## config.mk

```make
export PLATFORM = sky130hd
export DESIGN_NAME = xa_top
export DESIGN_NICKNAME = d
export VERILOG_FILES = /design/src/rtl/xa_pkg.sv /design/src/rtl/xa_ctrl.sv /design/src/rtl/xa_datapath.sv /design/src/rtl/xa_top.sv
export SDC_FILE = /design/constraint.sdc
export NUM_CORES = 1
export LEC_CHECK = 0
export ABC_AREA = 1
export BUFFER_PORTS_ARGS = -buffer_cell sky130_fd_sc_hd__buf_2
export CORE_UTILIZATION = 47
export DETAILED_ROUTE_END_ITERATION = 6
export PLACE_DENSITY = 0.77
export SYNTH_ARGS = -nofsm -noshare
export SYNTH_HDL_FRONTEND = slang
export SYNTH_SLANG_ARGS = --single-unit
```

## constraint.sdc

```tcl
create_clock -name clk -period 1.45 [get_ports clk]
set_clock_uncertainty 0.2 [all_clocks]
set_input_delay 0.0725 -clock clk [delete_from_list [all_inputs] [get_ports clk]]
set_output_delay 0.0725 -clock clk [all_outputs]
set_load 0.03 [all_outputs]
```

## src/rtl/xa_pkg.sv

```systemverilog
package xa_pkg;
  typedef enum logic [1:0] {
    ACC_FETCH = 2'b00,
    ACC_TABLE = 2'b01,
    ACC_DPTR  = 2'b10,
    ACC_INDEX = 2'b11
  } acc_e;

  // strobes from control to datapath
  typedef struct packed {
    logic pageWe;
    logic modeWe;
    logic rdPage;
    logic rdMode;
    logic useBank;
    logic useIndex;
    logic hold;
  } xa_ctl_t;
endpackage

```

## src/rtl/xa_ctrl.sv

```systemverilog
module xa_ctrl #(
  parameter int DATA_W = 8,
  parameter logic [7:0] PAGE_SFR = 8'hA1,
  parameter logic [7:0] MODE_SFR = 8'hA2
) (
  input  logic              sfrWe,
  input  logic [7:0]        sfrAddr,
  input  xa_pkg::acc_e      accType,
  input  logic              powerDown,
  output xa_pkg::xa_ctl_t   ctl,
  output logic              sfrHit
);
  import xa_pkg::*;

  logic pageSel, modeSel, dataAcc;

  assign pageSel = (sfrAddr == PAGE_SFR);
  assign modeSel = (sfrAddr == MODE_SFR);
  assign sfrHit  = pageSel | modeSel;

  // bank field applies to table reads and every data-memory access
  assign dataAcc = (accType == ACC_TABLE) | (accType == ACC_DPTR) | (accType == ACC_INDEX);

  always_comb begin
    ctl          = '0;
    ctl.pageWe   = sfrWe & pageSel;
    ctl.modeWe   = sfrWe & modeSel;
    ctl.rdPage   = pageSel;
    ctl.rdMode   = modeSel;
    ctl.hold     = powerDown;
    ctl.useBank  = dataAcc & ~powerDown;
    ctl.useIndex = (accType == ACC_INDEX);
  end
endmodule

```

## src/rtl/xa_datapath.sv

```systemverilog
module xa_datapath #(
  parameter int DATA_W = 8,
  parameter int UP_W   = 4
) (
  input  logic              clk,
  input  logic              rstN,
  input  xa_pkg::xa_ctl_t   ctl,
  input  logic [DATA_W-1:0] sfrWdata,
  input  logic [DATA_W-1:0] addrHi,
  input  logic [DATA_W-1:0] addrLo,
  output logic [DATA_W-1:0] sfrRdata,
  output logic [DATA_W-1:0] loPort,
  output logic [DATA_W-1:0] hiPort,
  output logic [UP_W-1:0]   upPort,
  output logic              modeCs,
  output logic [DATA_W-1:0] pageQ
);
  localparam int RSV_W = DATA_W - 1 - UP_W;
  localparam int SEL_W = $clog2(UP_W);

  logic [UP_W-1:0]   bankQ;
  logic [DATA_W-1:0] nextHi;
  logic [DATA_W-1:0] decSrc;
  logic [SEL_W-1:0]  selBits;
  logic [UP_W-1:0]   csPat;
  logic [UP_W-1:0]   bankOut;
  logic [UP_W-1:0]   upNext;
  logic              unusedRsv;

  assign unusedRsv = ^sfrWdata[DATA_W-2:UP_W];

  // software-visible registers
  always_ff @(posedge clk) begin
    if (!rstN) begin
      pageQ  <= '0;
      modeCs <= 1'b0;
      bankQ  <= '0;
    end else begin
      if (ctl.pageWe) pageQ <= sfrWdata;
      if (ctl.modeWe) begin
        modeCs <= sfrWdata[DATA_W-1];
        bankQ  <= sfrWdata[UP_W-1:0];
      end
    end
  end

  always_comb begin
    if (ctl.rdMode)      sfrRdata = {modeCs, {RSV_W{1'b1}}, bankQ};
    else if (ctl.rdPage) sfrRdata = pageQ;
    else                 sfrRdata = '0;
  end

  // high byte source: paging register during index access
  assign nextHi  = ctl.useIndex ? pageQ : addrHi;
  assign decSrc  = ctl.hold ? hiPort : nextHi;
  assign selBits = decSrc[DATA_W-1 -: SEL_W];

  for (genvar i = 0; i < UP_W; i++) begin : g_cs
    assign csPat[i] = (selBits != SEL_W'(i));
  end

  assign bankOut = ctl.useBank ? bankQ : '0;
  assign upNext  = modeCs ? csPat : bankOut;

  always_ff @(posedge clk) begin
    if (!rstN) begin
      loPort <= '0;
      hiPort <= '0;
      upPort <= '0;
    end else begin
      if (!ctl.hold) begin
        loPort <= addrLo;
        hiPort <= nextHi;
      end
      upPort <= upNext;
    end
  end
endmodule

```

## src/rtl/xa_top.sv

```systemverilog
module xa_top #(
  parameter int DATA_W = 8,
  parameter int UP_W   = 4,
  parameter logic [7:0] PAGE_SFR = 8'hA1,
  parameter logic [7:0] MODE_SFR = 8'hA2
) (
  input  logic              clk,
  input  logic              rstN,
  input  logic              sfrWe,
  input  logic [7:0]        sfrAddr,
  input  logic [DATA_W-1:0] sfrWdata,
  output logic [DATA_W-1:0] sfrRdata,
  output logic              sfrHit,
  input  logic [1:0]        accType,
  input  logic [DATA_W-1:0] addrHi,
  input  logic [DATA_W-1:0] addrLo,
  input  logic              powerDown,
  output logic [DATA_W-1:0] loPort,
  output logic [DATA_W-1:0] hiPort,
  output logic [UP_W-1:0]   upPort
);
  xa_pkg::xa_ctl_t   ctl;
  logic              modeCs;
  logic [DATA_W-1:0] pageQ;

  xa_ctrl #(.DATA_W(DATA_W), .PAGE_SFR(PAGE_SFR), .MODE_SFR(MODE_SFR)) u_ctrl (
    .sfrWe(sfrWe), .sfrAddr(sfrAddr), .accType(xa_pkg::acc_e'(accType)),
    .powerDown(powerDown), .ctl(ctl), .sfrHit(sfrHit)
  );

  xa_datapath #(.DATA_W(DATA_W), .UP_W(UP_W)) u_dp (
    .clk(clk), .rstN(rstN), .ctl(ctl), .sfrWdata(sfrWdata),
    .addrHi(addrHi), .addrLo(addrLo), .sfrRdata(sfrRdata),
    .loPort(loPort), .hiPort(hiPort), .upPort(upPort),
    .modeCs(modeCs), .pageQ(pageQ)
  );
endmodule

```

==> metrics list <==
- The run finished with clean final reports.
- Height of the die: just under 60 um
- After synthesis, the share of flip-flops with an asynchronous set or reset is 0%.
* Max-cap check violation count: 0
- Remaining Overflow, GRT: 0
- In this run, CTS created clock tree buffers numbering 5.
* Beginning of the worst hold path: rstN
- Sort of element at the end of the critical path: register
- Clock-pin slew was measured on the worst setup and hold paths at around 90 ps.
* Critical Path AT: between 1000 and 1500 ps
- The worst hold path terminates at u_dp.hiPort[7]$_SDFF_PN0_.
* Final net count: about 380
* Clock tree from TritonCTS: built
- The cell count after synthesis came out at approximately 230.
- The clock passes through at most 2 buffers.
- Hold path cells: 3
- During placement, the flow inserted port buffers numbering 66.
- Period minus WS final: 1430 ps
- The biggest area contributor in the post-synthesis netlist is dfxtp_1.
- Transition time at the pin with the least slew margin: between 200 and 250 ps
- Die Outline Area: 0.003554 sq mm
* R2r worst-path depth: 6
- The worst setup path is launched from an input pin.
- Slew Limit Headroom: 83.70%
- At the worst endpoint, the required time is roughly 1500 ps.
- Vias per cell: around 4.6
- The total area inside the core boundary comes to 0.003103 sq mm.
* Max-slew violation count: 0
- The number of buffers and inverters on the critical path is 3.
- Number of DRC violations after detailed routing: 0
- Maximum fanout encountered on the critical timing path: 1
- Timing would allow up to around 700 MHz.
- From synthesis to final layout, the design area changed by 50.44%.
- The detail route stage leaves a number of antenna-violating nets equal to 0.
- The design draws about 1800 uW.
* Cell repeated most along the worst path: dlygate4sd3_1
- The analysis attributes to cell leakage a power of roughly 0.0013 uW.
- The hold violation total from the final report is 0.
- Worst-skew pair later-pin latency: 330 ps
- Entering global routing, the biggest net connects 18 pins.
* Chip width: 59.62 um
- Fraction of final layout cells sized beyond drive strength 1: between 20% and 30%
* Unique cell type count in the Yosys netlist: 21
- Via count of the first global-routing pass: about 1600
* Final worst path period share: 98.63%
* DR WL/cell: ~11 um
- Tightest Hold Check Type: input pin to register
- Final weighted congestion in routability-driven placement: between 0.8 and 0.9
- Diodes inserted: 0
- The largest single stage delay on the critical path is 560 ps.
- The initialized floorplan defines 20 standard-cell rows.
* Sequential fraction of the synthesis area: 42.34%
* First DRT Iteration DRCs: 67
- HPWL Detailed: about 2600 um
- Global-route wire length before repair: 6699 um
- Wires add up to a little over 4000 um.
- The worst-case IR drop observed on VDD is around 0.00057 V.
- Summed over all failing endpoints, the final setup total negative slack is 0 ps.
- Count of yosys warnings during synthesis: 0
- Summing every instance area after synthesis gives 0.001560 sq mm.
- Start of the worst register-to-register path: u_dp.pageQ[7]$_SDFFE_PN0P_
* Initial antenna violation count: 0
* Syn_area_per_cell: 6.668 sq um
- All-layer global routing usage: about 25%
- The synthesized design contains 0 enable-type register cells.
* Placed Instances: 341
- Seq cells post-synth: 33
- Crit-path cells: dlygate4sd3_1 > buf_2 > o21ai_0 > dlygate4sd3_1 > nor2_1
- Synthesis produced a netlist with a net count of between 200 and 300.
* Area share of the largest cell type after synthesis: a little over two fifths
* Starting density of the core: 50.28%
- Pwr Density: 783.6 mW/mm^2
- Startpoint-to-endpoint class of the critical path: input pin to register
* H-tree level count: 2
* Worst reg-to-reg setup slack: roughly 270 ps
- Standard cell with the maximum stage delay on the critical path: dlygate4sd3_1
* Drt first pass iters: 5
- CTS saw 33 sinks.
* Worst reg2reg path endpoint: u_dp.upPort[1]$_SDFF_PN0_
* IO Pins: 67
- Clock root buffer: clkbuf_4
- Total number of vias: between 1500 and 2000
* Predominant post-synthesis flop cell: dfxtp_1
* Critical path's top delay family: buffers and inverters
* Final std cells w/o fill: about 380
- Ranked by total cell area, the synthesized netlist is headed by dfxtp_1 42%, nor2_1 15%, nand2_1 12%.
- Final setup viols: 0
-- how the worst max path moves through the flow --
stage / startpoint / endpoint / cells past startpoint
4_1_cts: u_dp.modeCs$_SDFFE_PN0P_ / sfrRdata[7] / 3
2_1_floorplan: sfrAddr[6] / sfrRdata[4] / 5
3_3_place_gp: sfrAddr[2] / sfrRdata[7] / 7
6_report: addrLo[6] / u_dp.loPort[6]$_SDFFE_PN0N_ / 5
3_5_place_dp: sfrAddr[3] / sfrRdata[7] / 7
5_1_grt: u_dp.pageQ[0]$_SDFFE_PN0P_ / sfrRdata[0] / 3
-- state kept, by name (all words and copies together) (netlist names) --
name         cells
u_dp.bankQ       4
u_dp.hiPort      8
u_dp.loPort      8
u_dp.modeCs      1
u_dp.pageQ       8
u_dp.upPort      4
-- report_power, final --
group,switching (uW),internal [uW]
Combinational,199,164
Sequential,15.7,938
Clock,294,229
-- synthesized netlist by cell type, types with 2 or more instances --
master   instances
nand2_1         50
o21ai_2          2
inv_1           27
nand3_1          8
nand2_2          3
buf_2            3
nor2_1          64
o22ai_1          5
buf_6            3
dfxtp_1         33
o21ai_0         15
o21ai_1         12
-- stage by stage --
step | hold slack [ps] | utilization, % | cell area (sq um) | worst slack, ps
detailed placement | 106.6 | 61.73 | 1916 | 105.5
floorplan | 7.418 | - | 1560 | -23.35
finish | 0.5964 | 75.65 | 2347 | 19.80
global placement | 99.58 | 61.73 | 1916 | 137.8
global route | 20.88 | 75.65 | 2347 | -2.395
CTS | 5.066 | 75.60 | 2346 | 9.677
-- cell type report --
type	count	area (sq um)
tap	44	55.05
multi-input combinational	165	747.0
clock buffer	7	55.05
timing repair buffer	105	723.2
sequential	33	661.9
fill	256	755.7
inverter	28	105.1
-- what timing repair did --
action	4_1_cts	5_1_grt
setup endpoints to repair	2	16
hold buffers	37	1
buffers inserted	0	0
endpoints found under the hold margin	31	4
gates resized for setup	2	16
-- worst min-delay path, stage by stage --
cell	delay, ps
buf_2	150
inv_1	210
a21oi_1	60
-- logic make-up after synthesis --
logic type | share of synthesized area (%)
flip-flops | 42.34
buffers and inverters | 11.07
AND/OR/NAND/NOR | 34.48
AO/OA/AOI/OAI | 12.11
-- per-layer routing --
metal / vias to the layer above / track usage, % / wire (um)
met1: 775 / 27.84 / 1753
met2: 60 / 46.71 / 2097
met4: 0 / 10.96 / 29
met3: 5 / 5.677 / 269
met5: - / 0 / 0
li1: 931 / - / -
-- cells in the final DEF, fill, tap and decap left out --
master          netlist  final
inv_2                 1      2
o21ai_0              15     11
nand3_4               1      1
nor2_1               64     64
dfxtp_1              33     32
inv_1                27     26
o22ai_2               0      1
clkbuf_4              0      5
nand3_1               8      8
dfxtp_2               0      1
o21ai_1              12     15
nor2_4                1      1
o21ai_2               2      3
nand2_4               0      1
or2_0                 1      1
nand3_2               1      1
nand2_1              50     48
clkbuf_8              1      1
nand2_2               3      4
buf_4                 0     10
clkbuf_1              0      1
nor2_2                1      1
dlygate4sd3_1         0     33
dlymetal6s4s_1        0      1
a21oi_1               1      1
buf_2                 3     61
o22ai_1               5      4
Power figures use the tool's default switching activity.
